### src/rtl/i2c_lc_pkg.sv
// Shared types and helpers for the I2C line conditioner.
// Assumes integer nanosecond clock period and spike width.
package i2c_lc_pkg;

    typedef struct packed {
        logic start;
        logic stop;
        logic rise;
        logic fall;
    } bus_evt_t;

    // Number of consecutive equal samples needed to accept a new level:
    // one more than the samples a maximal spike can cover.
    function automatic int calc_filt_len(input int clk_ns, input int spike_ns);
        return (spike_ns / clk_ns) + 1;
    endfunction

endpackage

### src/rtl/i2c_lc_sync.sv
// Multi-flop synchronizer for one asynchronous line.
// Assumes STAGES >= 2; resets to RST_VAL (idle level of the bus line).
module i2c_lc_sync #(
    parameter int   STAGES  = 2,
    parameter logic RST_VAL = 1'b1
) (
    input  logic clk,
    input  logic rst_n,
    input  logic d,
    output logic q
);
    logic [STAGES-1:0] sh;

    // Shift the raw line through the synchronizer chain.
    always_ff @(posedge clk) begin
        if (!rst_n) begin
            sh <= {STAGES{RST_VAL}};
        end else begin
            sh[0] <= d;
            for (int i = 1; i < STAGES; i++) begin
                sh[i] <= sh[i-1];
            end
        end
    end

    assign q = sh[STAGES-1];
endmodule

### src/rtl/i2c_lc_glitch.sv
// Persistence filter: the output follows the input only after the input
// has differed from the output for FILT_LEN consecutive samples.
// Assumes a synchronized input; output resets to the idle-high level.
module i2c_lc_glitch #(
    parameter int FILT_LEN = 11
) (
    input  logic clk,
    input  logic rst_n,
    input  logic din,
    output logic dout
);
    localparam int CNT_W = (FILT_LEN > 1) ? $clog2(FILT_LEN + 1) : 1;
    localparam logic [CNT_W-1:0] LAST = CNT_W'(FILT_LEN - 1);

    logic [CNT_W-1:0] run_cnt;
    logic             level_q;

    // Count how long the input disagrees; flip once the run is long enough.
    always_ff @(posedge clk) begin
        if (!rst_n) begin
            run_cnt <= '0;
            level_q <= 1'b1;
        end else if (din == level_q) begin
            run_cnt <= '0;
        end else if (run_cnt == LAST) begin
            run_cnt <= '0;
            level_q <= din;
        end else begin
            run_cnt <= run_cnt + 1'b1;
        end
    end

    assign dout = level_q;
endmodule

### src/rtl/i2c_lc_events.sv
// Turns filtered SCL/SDA levels into one-cycle condition strobes and
// captures the data bit on each SCL rise. A gate input masks all strobes.
// Assumes each filtered level changes at most once per cycle.
module i2c_lc_events
    import i2c_lc_pkg::*;
(
    input  logic     clk,
    input  logic     rst_n,
    input  logic     scl_f,
    input  logic     sda_f,
    input  logic     gate,
    output bus_evt_t evt,
    output logic     rx_bit
);
    logic     scl_q;
    logic     sda_q;
    logic     rx_q;
    bus_evt_t raw_evt;

    // Remember the previous filtered levels for edge detection.
    always_ff @(posedge clk) begin
        if (!rst_n) begin
            scl_q <= 1'b1;
            sda_q <= 1'b1;
        end else begin
            scl_q <= scl_f;
            sda_q <= sda_f;
        end
    end

    // Classify the transition seen between previous and current levels.
    always_comb begin
        raw_evt.start = scl_q & scl_f & sda_q & ~sda_f;
        raw_evt.stop  = scl_q & scl_f & ~sda_q & sda_f;
        raw_evt.rise  = ~scl_q & scl_f;
        raw_evt.fall  = scl_q & ~scl_f;
    end

    // Suppress every strobe while the gate is held.
    always_comb begin
        evt = gate ? '0 : raw_evt;
    end

    // Capture SDA on each reported SCL rise.
    always_ff @(posedge clk) begin
        if (!rst_n) begin
            rx_q <= 1'b1;
        end else if (evt.rise) begin
            rx_q <= sda_f;
        end
    end

    assign rx_bit = rx_q;
endmodule

### src/rtl/i2c_line_cond.sv
// Top level: synchronizes and filters SCL and SDA, then detects bus events.
// Assumes clk is much faster than the bus; CLK_PERIOD_NS and SPIKE_NS set
// the filter length.
module i2c_line_cond
    import i2c_lc_pkg::*;
#(
    parameter int CLK_PERIOD_NS = 10,
    parameter int SPIKE_NS      = 100,
    parameter int SYNC_STAGES   = 2
) (
    input  logic clk,
    input  logic rst_n,
    input  logic scl_raw,
    input  logic sda_raw,
    input  logic bus_gate,
    output logic ev_start,
    output logic ev_stop,
    output logic ev_scl_rise,
    output logic ev_scl_fall,
    output logic rx_bit
);
    localparam int FILT_LEN = calc_filt_len(CLK_PERIOD_NS, SPIKE_NS);
    localparam int N_LINES  = 2;  // index 0 = SCL, 1 = SDA

    logic [N_LINES-1:0] raw_lines;
    logic [N_LINES-1:0] sync_lines;
    logic [N_LINES-1:0] filt_lines;
    bus_evt_t           evt;

    assign raw_lines = {sda_raw, scl_raw};

    // One synchronizer and one spike filter per bus line.
    for (genvar g = 0; g < N_LINES; g++) begin : g_line
        i2c_lc_sync #(
            .STAGES (SYNC_STAGES),
            .RST_VAL(1'b1)
        ) u_sync (
            .clk  (clk),
            .rst_n(rst_n),
            .d    (raw_lines[g]),
            .q    (sync_lines[g])
        );

        i2c_lc_glitch #(
            .FILT_LEN(FILT_LEN)
        ) u_filt (
            .clk  (clk),
            .rst_n(rst_n),
            .din  (sync_lines[g]),
            .dout (filt_lines[g])
        );
    end

    i2c_lc_events u_evt (
        .clk   (clk),
        .rst_n (rst_n),
        .scl_f (filt_lines[0]),
        .sda_f (filt_lines[1]),
        .gate  (bus_gate),
        .evt   (evt),
        .rx_bit(rx_bit)
    );

    assign ev_start    = evt.start;
    assign ev_stop     = evt.stop;
    assign ev_scl_rise = evt.rise;
    assign ev_scl_fall = evt.fall;
endmodule

### config.mk
export PLATFORM = sky130hd
export DESIGN_NAME = i2c_line_cond
export DESIGN_NICKNAME = d
export VERILOG_FILES = /design/src/rtl/i2c_lc_pkg.sv /design/src/rtl/i2c_lc_sync.sv /design/src/rtl/i2c_lc_glitch.sv /design/src/rtl/i2c_lc_events.sv /design/src/rtl/i2c_line_cond.sv
export SDC_FILE = /design/constraint.sdc
export NUM_CORES = 1
export LEC_CHECK = 0
export ABC_AREA = 1
export BUFFER_PORTS_ARGS = -buffer_cell sky130_fd_sc_hd__buf_2
export CAP_MARGIN = 20
export CORE_MARGIN = 2
export CORE_UTILIZATION = 25
export DETAILED_ROUTE_END_ITERATION = 8
export PLACE_DENSITY_LB_ADDON = 0.05
export SLEW_MARGIN = 20
export SYNTH_ARGS = -nofsm -noshare
export SYNTH_HDL_FRONTEND = slang
export SYNTH_SLANG_ARGS = --single-unit
### constraint.sdc
create_clock -name clk -period 1.8 [get_ports clk]
set_input_delay 0.36 -clock clk [delete_from_list [all_inputs] [get_ports clk]]
set_output_delay 0.36 -clock clk [all_outputs]
set_load 0.05 [all_outputs]
# Word level (Yosys, flattened, before mapping)
# Index checks and enable logic that the tools add are counted.
[totals]
register_bits = 17
input_bits = 5
out_inout_bits = 5
wordCells = 34
[op_classes]
addsub = 2
eq_ne = 4
n_mux = 1
bitwise = 14
reduce_logical = 4
[ops]
columns = ["op", "n"]
rows = [
  ["$add A4 B1 Y4 const B", 2],
  ["$eq A4 B4 Y1 const B", 2],
  ["$and A1 B1 Y1", 7],
  ["$not A1 Y1", 7],
  ["$reduce_or A3 Y1", 2],
  ["$mux W4", 1],
  ["$reduce_and A2 Y1", 2],
  ["$eq A1 B1 Y1", 2],
]

# Logic depth before layout (Yosys ltp)
# Gate-level depths: netlist (run 1).
[depth]
ltp_word = 4
mapped_depth = 5
ltp_nobuf = 5

# By module
# A second synthesis (run 1) with hierarchy kept.
[hier_totals]
hier_cells = 87
hier_area_um2 = 706.9
[by_module_without_submodules]
columns = ["module", "n_inst", "cells_each", "area_each_um2", "seq_area_each_um2"]
rows = [
  ["i2c_lc_glitch", 2, 28, 231.5, 100.1],
  ["i2c_lc_events", 1, 19, 133.9, 60.1],
  ["i2c_lc_sync", 2, 6, 55.1, 40.0],
]

# Worst setup path after synthesis (run 1)
# Ideal clock, no wire load.
[synth_timing]
path_kind = "register to output"
start = "register g_line[0].u_filt.level_q"
end = "output ev_stop"
arrival_time_ns = 1.578
required_ns = 1.440
setup_slack_ns = -0.138
stages_incl_launch_ff = 4
n_path_buf = 1
cell_sequence = "dfxtp_1 -> buf_2 -> nand3_1 -> nor3_1"
[synth_via]
elab_chain_cells = 4
[synth_lines]
columns = ["item", "line_no", "text"]
rows = [
  ["start: declaration", "i2c_lc_glitch.sv:16", "logic level_q;"],
  ["start signal: assignment", "i2c_lc_glitch.sv:27", "level_q <= din;"],
  ["$and A1 B1 Y1 (3 in a row)", "i2c_lc_events.sv:34", "raw_evt.stop = scl_q & scl_f & ~sda_q & sda_f;"],
  ["$mux W4", "i2c_lc_events.sv:41", "evt = gate ? '0 : raw_evt;"],
  ["end: declaration", "i2c_line_cond.sv:17", "output logic ev_stop,"],
]
# Every way passes these cells.

# Worst setup path in the final report (run 1)
[layout_timing]
start = "register g_line[1].u_filt.level_q"
end = "output ev_stop"
[layout_via]
elab_chain_cells = 2
[layout_lines]
columns = ["item", "line_no"]
rows = [
  ["start: declaration", "i2c_lc_glitch.sv:16"],
  ["start signal: assignment", "i2c_lc_glitch.sv:27"],
  ["$and A1 B1 Y1", "i2c_lc_events.sv:34"],
  ["$mux W4", "i2c_lc_events.sv:41"],
]
# Every way passes these cells.

==> run summary, run 1 <==
Hold WC Path Type: input pin to register
Iter 0 DRT Violations: 23
IO Pins: 10
Syn avg cell area: 8.38 um2
Design area: 803 um2
Top FF cell, synth: dfxtp_1
Synth async-reset ratio: 0
Min cycle time layout: 1.59 ns
Vias per cell: 4.17
Slew of the pin with the lowest slew margin: 0.247 ns
Post-route DRC: 0
Status: finished, final reports clean
Syn_nets: 91
Hold Vio Cnt, Final: 0
Number of antenna violations at the first check in global routing: 0
Commonest cells post-synth: dfxtp_1 (17), nand2_1 (11), nor2_1 (11)
Setup violations, final: 0
Share of layout cells above drive strength 1: 0.266
Arrival time at the worst endpoint: 1.23 ns
Total gr overflow: 0
Unique masters post-synth: 14
Total track usage: 0.0822
Layout fillers: 290
Routed WL per cell: 8.68 um
Adder-Cell Fraction of Synth Area: 0.0729
Post-DP HPWL: 806 um
P_leak: 0.000364 uW
Worst path required time: 1.44 ns
PortBufs: 9
Largest net degree at the start of global routing: 10
Synthesis-to-layout area growth: 16.9%
Core area: 0.00269 mm2
Post-DP Area: 776 um2
Peak supply drop: 0.331 mV
GPL Wtd Cong: 0.682
Clock skew: 0.00544 ns
Clock transition at path regs: 0.10 ns
Buffers & Inverters on Critical Path: 2
Post-synth top area share: 0.495
Main combinational cell family by area after synthesis: simple AND/OR/NAND/NOR gates
Peak fanout along the critical path: 5
Final WL: 1.09 mm
Simple-gate share of the synthesized area: 0.339
Die area: 0.00318 mm2
Post-synthesis compound-gate area fraction: 0
Ranking of synthesized cells by area: dfxtp_1 (50%), ha_1 (7.3%), nand3_1 (6.6%), nand2_1 (6.0%), nor2_1 (6.0%)
Die width: 56.4 um
Crit Path Class: register to output port
Hold_ws: 0.249 ns
FP Rows: 19
Critical Path Start Type: register
Global-route wire length before repair: 1.96 mm
Synthesized area: 687 um2
Leading area contributor after synthesis: dfxtp_1
Tcrit/Tclk final: 0.883
RSZ-0062 raised after global routing: no
Die Span Y: 56.4 um
CP Capture Type: output port
Vias in the first global route: 486
Setup TNS: 0 ns
Max incr delay on CP: 0.41 ns
Pwr dens: 756 mW/mm2
Largest delay share family, worst path: flip-flops
Ys Warns: 0
CP cell instances: inv_1, nor3_2, buf_2
Antenna viol nets, final: 0
CTS Sinks: 17
Root buffer cell: clkbuf_4
F_max: 629 MHz
Nets: 104
Slew margin rel.: 0.837
Post-synthesis mux area share: 0
Routed via count: 521
ANT cells: 0
EDFF count, synth: 0
#FFs+latches synth: 17
Slew Viols, Final: 0
DRT Pass-1 Iters: 4
Post-synthesis sequential area ratio: 0.495
Cts bufs inserted: 3
Initial core utilization: 0.256
Synth Area in XOR/XNOR: 0.0255
Critical Path Slowest Stage Cell: dfxtp_1
Top-count cell post-synth: dfxtp_1
Max Cap Viol: 0
CTS Hold Buffers Added: 0
H-tree levels: 1
Clk Latency, worst-skew pair: 0.28 ns
Cell count after synthesis: 82
Clock Path Buffers: 2
CTS tree: yes
-- cell families (layout without fill, tap and decap cells) --
| group | after synthesis | in the layout |
|---|---|---|
| XOR/XNOR | 2 | 2 |
| adder cells (fa/ha/maj) | 4 | 4 |
| buffers and inverters | 12 | 24 |
| flip-flops | 17 | 17 |
| AND/OR/NAND/NOR | 47 | 47 |
-- cells in the final DEF (no fill, tap or decap), drive strengths merged --
master	netlist	routed
or2	5	5
clkbuf	0	4
ha	4	4
xnor2	2	2
nand2	11	11
nor3	2	2
inv	11	11
nand4	5	5
buf	1	9
nand3	11	11
dfxtp	17	17
nor2	13	13
-- metal layers --
metal / vias up / share of wire / GRT usage
met4: 0 / 0.015 / 0.0612
met1: 219 / 0.50 / 0.105
met2: 14 / 0.43 / 0.116
met3: 2 / 0.058 / 0.0230
li1: 286 / - / -
met5: - / 0 / 0
-- path summary, 6_finish.rpt --
path | from | endpoint | slack (ns) | depth (start not counted)
hold / removal | scl_raw | g_line[0].u_sync.sh[0] | 0.25 | 2
setup / recovery | g_line[1].u_filt.dout | ev_stop | 0.21 | 3
hold reg to reg | g_line[0].u_sync.sh[0] | g_line[0].u_sync.sh[1] | 0.42 | 1
setup reg to reg | g_line[1].u_filt.run_cnt[0] | g_line[1].u_filt.run_cnt[0] | 0.72 | 5
-- power by group --
part	leakage [uW]	switching, uW	internal (uW)
sequential	0.000138	3.43	381
clock	0.0000150	116	86.0
combinational	0.000211	11.2	9.56
-- stage by stage --
step           power (uW)   util  worst slack (ns)  std cells
6_report              607  0.299             0.210        125
5_1_grt               643  0.299            0.0893        125
4_1_cts               623  0.299            0.0987        125
3_5_place_dp          415  0.289             0.390        121
3_3_place_gp          415  0.289             0.412        121
2_1_floorplan         406      -             0.233         82
-- repair_timing --
action | in CTS | in global routing
endpoints found under the setup margin | 0 | 1
setup buffers | 0 | 0
resized for setup | 0 | 1
-- sequential cells by signal, indices dropped and copies added, names as in the netlist --
register	count
g_line.u_filt.dout	2
g_line.u_filt.run_cnt	8
g_line.u_sync.sh	4
u_evt.rx_bit	1
u_evt.scl_q	1
u_evt.sda_q	1
-- layout make-up --
| cell class | instances | area, um2 | share of cell area |
|---|---|---|---|
| Clock buffer | 4 | 26.3 | 0.0327 |
| Inverter | 11 | 41.3 | 0.0514 |
| Multi-Input combinational cell | 53 | 310 | 0.386 |
| Sequential cell | 17 | 342 | 0.425 |
| Tap cell | 31 | 38.8 | 0.0483 |
| Timing Repair Buffer | 9 | 45.0 | 0.0561 |
Note: power is estimated with default switching activity, not from simulation.
==> inputs of run 2 (changes only) <==
- PLACE_DENSITY_LB_ADDON: 0.05 -> 0.1
==> run summary, run 2 (synthesis results as in run 1) <==
Layout fillers: 291 (was 290)
Max FFs per register: 8 (unchanged)
CTS Sinks: 17 (unchanged)
DRT Pass-1 Iters: 4 (unchanged)
Post-DP Area: 776 um2 (unchanged)
Status: finished, final reports clean (unchanged)
FP Rows: 19 (unchanged)
Synthesis-to-layout area growth: 16.9% (unchanged)
Core area: 0.00269 mm2 (unchanged)
Critical path origin: g_line[1].u_filt.dout (unchanged)
Nets: 104 (unchanged)
Buffers & Inverters on Critical Path: 2 (unchanged)
Global-route wire length before repair: 1.95 mm (was 1.96 mm)
Hold WC Path Type: input pin to register (unchanged)
Worst hold start: sda_raw (was scl_raw)
PortBufs: 9 (unchanged)
Post-route setup slack: 0.201 ns (was 0.210 ns)
Max Cap Viol: 0 (unchanged)
Tcrit/Tclk final: 0.888 (was 0.883)
Pwr dens: 753 mW/mm2 (was 756 mW/mm2)
H-tree levels: 1 (unchanged)
Initial core utilization: 0.256 (unchanged)
Setup slack on the worst flop-to-flop path: 0.72 ns (about the same)
Clk Latency, worst-skew pair: 0.28 ns (about the same)
Worst R2R Path Depth: 5 (unchanged)
Vias per cell: 4.18 (was 4.17)
Die area: 0.00318 mm2 (unchanged)
Design area: 803 um2 (unchanged)
CP Capture Type: output port (unchanged)
Root buffer cell: clkbuf_4 (unchanged)
Most common cell after layout, fill and taps aside: dfxtp_1 (unchanged)
Critical Path Start Type: register (unchanged)
Slew of the pin with the lowest slew margin: 0.247 ns (about the same)
Crit Path Class: register to output port (unchanged)
Clock skew: 0.00278 ns (was 0.00544 ns)
Hold path depth: 2 (unchanged)
Die Span Y: 56.4 um (unchanged)
Die width: 56.4 um (unchanged)
Worst path required time: 1.44 ns (about the same)
Peak fanout along the critical path: 5 (unchanged)
Max incr delay on CP: 0.42 ns (was 0.41 ns)
Clock transition at path regs: 0.09 ns (was 0.10 ns)
F_max: 626 MHz (was 629 MHz)
Critical Path Slowest Stage Cell: dfxtp_1 (unchanged)
Worst r2r src: g_line[0].u_filt.run_cnt[0] (was g_line[1].u_filt.run_cnt[0])
Post-route DRC: 0 (unchanged)
Hold Vio Cnt, Final: 0 (unchanged)
Final WL: 1.08 mm (was 1.09 mm)
Place WS: 0.396 ns (was 0.390 ns)
P_leak: 0.000364 uW (unchanged)
Slew margin rel.: 0.836 (was 0.837)
Total gr overflow: 0 (unchanged)
Largest delay share family, worst path: flip-flops (unchanged)
CTS tree: yes (unchanged)
Register with the highest flop count: g_line.u_filt.run_cnt (unchanged)
Min cycle time layout: 1.60 ns (was 1.59 ns)
CTS Hold Buffers Added: 0 (unchanged)
Number of antenna violations at the first check in global routing: 0 (unchanged)
Critical Path Stages: 3 (unchanged)
Commonest cells after routing, fill and taps aside: dfxtp_1 (16), nand2_1 (11), nor2_1 (11) (unchanged)
GPL Wtd Cong: 0.712 (was 0.682)
Slew Viols, Final: 0 (unchanged)
Routed via count: 523 (was 521)
Share of layout cells above drive strength 1: 0.266 (unchanged)
Cts bufs inserted: 3 (unchanged)
CP cell instances: inv_1, nor3_2, buf_2 (unchanged)
Setup violations, final: 0 (unchanged)
Antenna viol nets, final: 0 (unchanged)
Clock Path Buffers: 2 (unchanged)
Total power: 605 uW (was 607 uW)
Routed WL per cell: 8.67 um (was 8.68 um)
Largest net degree at the start of global routing: 10 (unchanged)
ANT cells: 0 (unchanged)
Vias in the first global route: 471 (was 486)
Peak supply drop: 0.270 mV (was 0.331 mV)
IO Pins: 10 (unchanged)
Hold_ws: 0.251 ns (was 0.249 ns)
Arrival time at the worst endpoint: 1.24 ns (was 1.23 ns)
RSZ-0062 raised after global routing: no (unchanged)
Total track usage: 0.0811 (was 0.0822)
Setup TNS: 0 ns (unchanged)
Iter 0 DRT Violations: 16 (was 23)
run 2: cell counts in the layout (fill, tap and decap cells not counted):
Identical to the previous run, type by type.
run 2: metrics by stage:
stage	std cells	utilization
final	125	0.299
after global routing	125	0.299
after CTS	125	0.299
after detailed placement	121	0.289
after global placement	121	0.289
after floorplan	82	-
run 2: power breakdown:
part / internal, uW / switching (uW) / leakage [uW]
clock: 86.1 / 113 / 0.0000150
sequential: 381 / 3.47 / 0.000138
combinational: 9.55 / 11.3 / 0.000211
total: 477 / 128 / 0.000364
run 2: what timing repair did:
action,in CTS,in global routing
setup endpoints to repair,0,1
resized for setup,0,1
buffers inserted,0,0
endpoints found under the hold margin,0,0
run 2: worst paths after layout:
kind / end
worst max-delay path: ev_stop
worst min-delay path: g_line[1].u_sync.sh[0]
worst min register to register: g_line[0].u_sync.sh[1]
worst max register to register: g_line[0].u_filt.run_cnt[1]
run 2: routing by layer:
metal  up-vias  GRT usage  part of all wire
li1        286          -                 -
met4         0     0.0612             0.026
met1       221      0.105              0.49
met5         -          0                 0
met2        12      0.108              0.42
met3         4     0.0300             0.062
run 2: layout make-up:
class	count	area, um2	area share
sequential	17	342	0.425
multi-input combinational	53	310	0.386
timing repair buffer	9	45.0	0.0561
inverter	11	41.3	0.0514
tap	31	38.8	0.0483
clock buffer	4	26.3	0.0327
run 2: worst register-to-register path, delay by kind of cell (launching register included):
kind	cells	cell delay, ns
flops	1	0.41
buf+inv	1	0.06
fa+ha+maj	1	0.21
simple gates	3	0.33
==> inputs of run 3 (changes only) <==
- CELL_PAD_IN_SITES_DETAIL_PLACEMENT: unset -> 0
- CELL_PAD_IN_SITES_GLOBAL_PLACEMENT: unset -> 1
==> run summary, run 3 (synthesis results as in run 1) <==
Status: finished, final reports clean (unchanged)
ANT cells: 0 (unchanged)
Worst R2R Path Depth: 5 (unchanged)
Logic gate share of total power: 0.035 (was 0.034)
Area of the multi-input gates: 310 um2 (unchanged)
Die width: 56.4 um (unchanged)
Switching Share: 0.204 (was 0.211)
Hold_ws: 0.260 ns (was 0.251 ns)
Clock skew: 0.00358 ns (was 0.00278 ns)
Max FFs per register: 8 (unchanged)
Iter 0 DRT Violations: 14 (was 16)
Clock power share: 0.322 (was 0.329)
Commonest cells after routing, fill and taps aside: dfxtp_1 (17), nand2_1 (11), nor2_1 (11) (was dfxtp_1 (16), nand2_1 (11), nor2_1 (11))
Vias in the first global route: 447 (was 471)
Post-route setup slack: 0.155 ns (was 0.201 ns)
Cts bufs inserted: 3 (unchanged)
Slew of the pin with the lowest slew margin: 0.252 ns (was 0.247 ns)
Hold WC Path Type: input pin to register (unchanged)
Net switching power: 122 uW (was 128 uW)
Die area: 0.00318 mm2 (unchanged)
H-tree levels: 1 (unchanged)
Critical Path Start Type: register (unchanged)
Die Span Y: 56.4 um (unchanged)
Worst hold start: sda_raw (unchanged)
Post-route DRC: 0 (unchanged)
Critical Path Slowest Stage Cell: dfxtp_1 (unchanged)
Largest delay share family, worst path: flip-flops (unchanged)
Buffers & Inverters on Critical Path: 1 (was 2)
Hold Vio Cnt, Final: 0 (unchanged)
Worst r2r src: g_line[1].u_filt.run_cnt[0] (was g_line[0].u_filt.run_cnt[0])
Slew Viols, Final: 0 (unchanged)
Total gr overflow: 0 (unchanged)
Reg power frac: 0.643 (was 0.636)
Total track usage: 0.0782 (was 0.0811)
Clock transition at path regs: 0.09 ns (about the same)
Initial core utilization: 0.256 (unchanged)
CP Capture Type: output port (unchanged)
Most common cell after layout, fill and taps aside: dfxtp_1 (unchanged)
Tcrit/Tclk final: 0.914 (was 0.888)
P_leak: 0.000365 uW (was 0.000364 uW)
Place WS: 0.395 ns (was 0.396 ns)
FF/Latch Area: 340 um2 (was 342 um2)
Core area: 0.00269 mm2 (unchanged)
RSZ-0062 raised after global routing: no (unchanged)
Largest net degree at the start of global routing: 10 (unchanged)
Nets: 104 (unchanged)
Max Cap Viol: 0 (unchanged)
End of the worst hold path: g_line[1].u_sync.sh[0] (unchanged)
Share of layout cells above drive strength 1: 0.255 (was 0.266)
IO Pins: 10 (unchanged)
Crit Path Class: register to output port (unchanged)
Min cycle time layout: 1.64 ns (was 1.60 ns)
Setup Fix Bufs, Post-CTS: 0 (unchanged)
Peak fanout along the critical path: 8 (was 5)
Placed Instances: 121 (unchanged)
Synthesis-to-layout area growth: 16.8% (was 16.9%)
Clock Path Buffers: 2 (unchanged)
Register with the highest flop count: g_line.u_filt.run_cnt (unchanged)
Setup violations, final: 0 (unchanged)
Peak supply drop: 0.261 mV (was 0.270 mV)
Pwr dens: 746 mW/mm2 (was 753 mW/mm2)
CP cell instances: nand3_1, nor3_2, buf_2 (was inv_1, nor3_2, buf_2)
Max incr delay on CP: 0.47 ns (was 0.42 ns)
Arrival time at the worst endpoint: 1.28 ns (was 1.24 ns)
Routed WL per cell: 8.27 um (was 8.67 um)
Number of antenna violations at the first check in global routing: 0 (unchanged)
Clk Latency, worst-skew pair: 0.28 ns (about the same)
Critical path origin: g_line[0].u_filt.dout (was g_line[1].u_filt.dout)
Root buffer cell: clkbuf_4 (unchanged)
CTS Sinks: 17 (unchanged)
Antenna viol nets, final: 0 (unchanged)
End of the worst register-to-register path: g_line[1].u_filt.run_cnt[1] (was g_line[0].u_filt.run_cnt[1])
Vias per cell: 4.11 (was 4.18)
Worst path required time: 1.44 ns (about the same)
Final core occ: 0.299 (about the same)
F_max: 608 MHz (was 626 MHz)
Pint: 477 uW (about the same)
Layout fillers: 290 (was 291)
Global-route wire length before repair: 1.83 mm (was 1.95 mm)
Post-CTS resize count: 0 (unchanged)
Setup slack on the worst flop-to-flop path: 0.73 ns (was 0.72 ns)
CTS Hold Buffers Added: 0 (unchanged)
Setup TNS: 0 ns (unchanged)
DRT Pass-1 Iters: 4 (unchanged)
GPL Wtd Cong: 0.689 (was 0.712)
Hold path depth: 2 (unchanged)
Final WL: 1.03 mm (was 1.08 mm)
Routed via count: 514 (was 523)
Finished Layout Cells: 125 (unchanged)
PortBufs: 9 (unchanged)
Slew margin rel.: 0.832 (was 0.836)
CTS tree: yes (unchanged)
FP Rows: 19 (unchanged)
run 3: layout make-up:
class / count / share of cell area
sequential: 17 / 0.424
clock buffer: 4 / 0.0328
multi-input combinational: 53 / 0.387
timing repair buffer: 9 / 0.0562
inverter: 11 / 0.0515
tap: 31 / 0.0484
run 3: stage by stage:
stage	power [uW]	area (um2)
2_1_floorplan	406	697
3_3_place_gp	415	776
3_5_place_dp	415	776
4_1_cts	614	802
5_1_grt	636	802
6_report	599	802
run 3: worst max-delay path by stage:
stage / depth (start not counted) / endpoint
finish: 3 / ev_stop
global route: 3 / ev_stop
detailed placement: 5 / ev_stop
global placement: 5 / ev_stop
CTS: 3 / ev_stop
floorplan: 3 / ev_start
run 3: metal layers:
metal,up-vias,wire [um],global-route usage
li1,283,-,-
met1,217,519,0.0979
met2,12,424,0.106
met3,2,72,0.0300
met4,0,18,0.0612
met5,-,0,0
run 3: worst reg2reg max path, cell delays in order, from the launching register on:
cell and delay, ns:
dfxtp_1 0.40, inv_1 0.06, ha_1 0.20, nand3_1 0.11, nand3_2 0.13, nor2_1 0.10
run 3: power groups by stage:
stage / logic (uW) / registers (uW) / clock network [uW]
floorplan: 13.1 / 393 / 0
global placement: 21.6 / 394 / 0
detailed placement: 21.6 / 394 / 0
CTS: 21.6 / 385 / 208
global route: 24.3 / 386 / 226
finish: 21.2 / 385 / 193
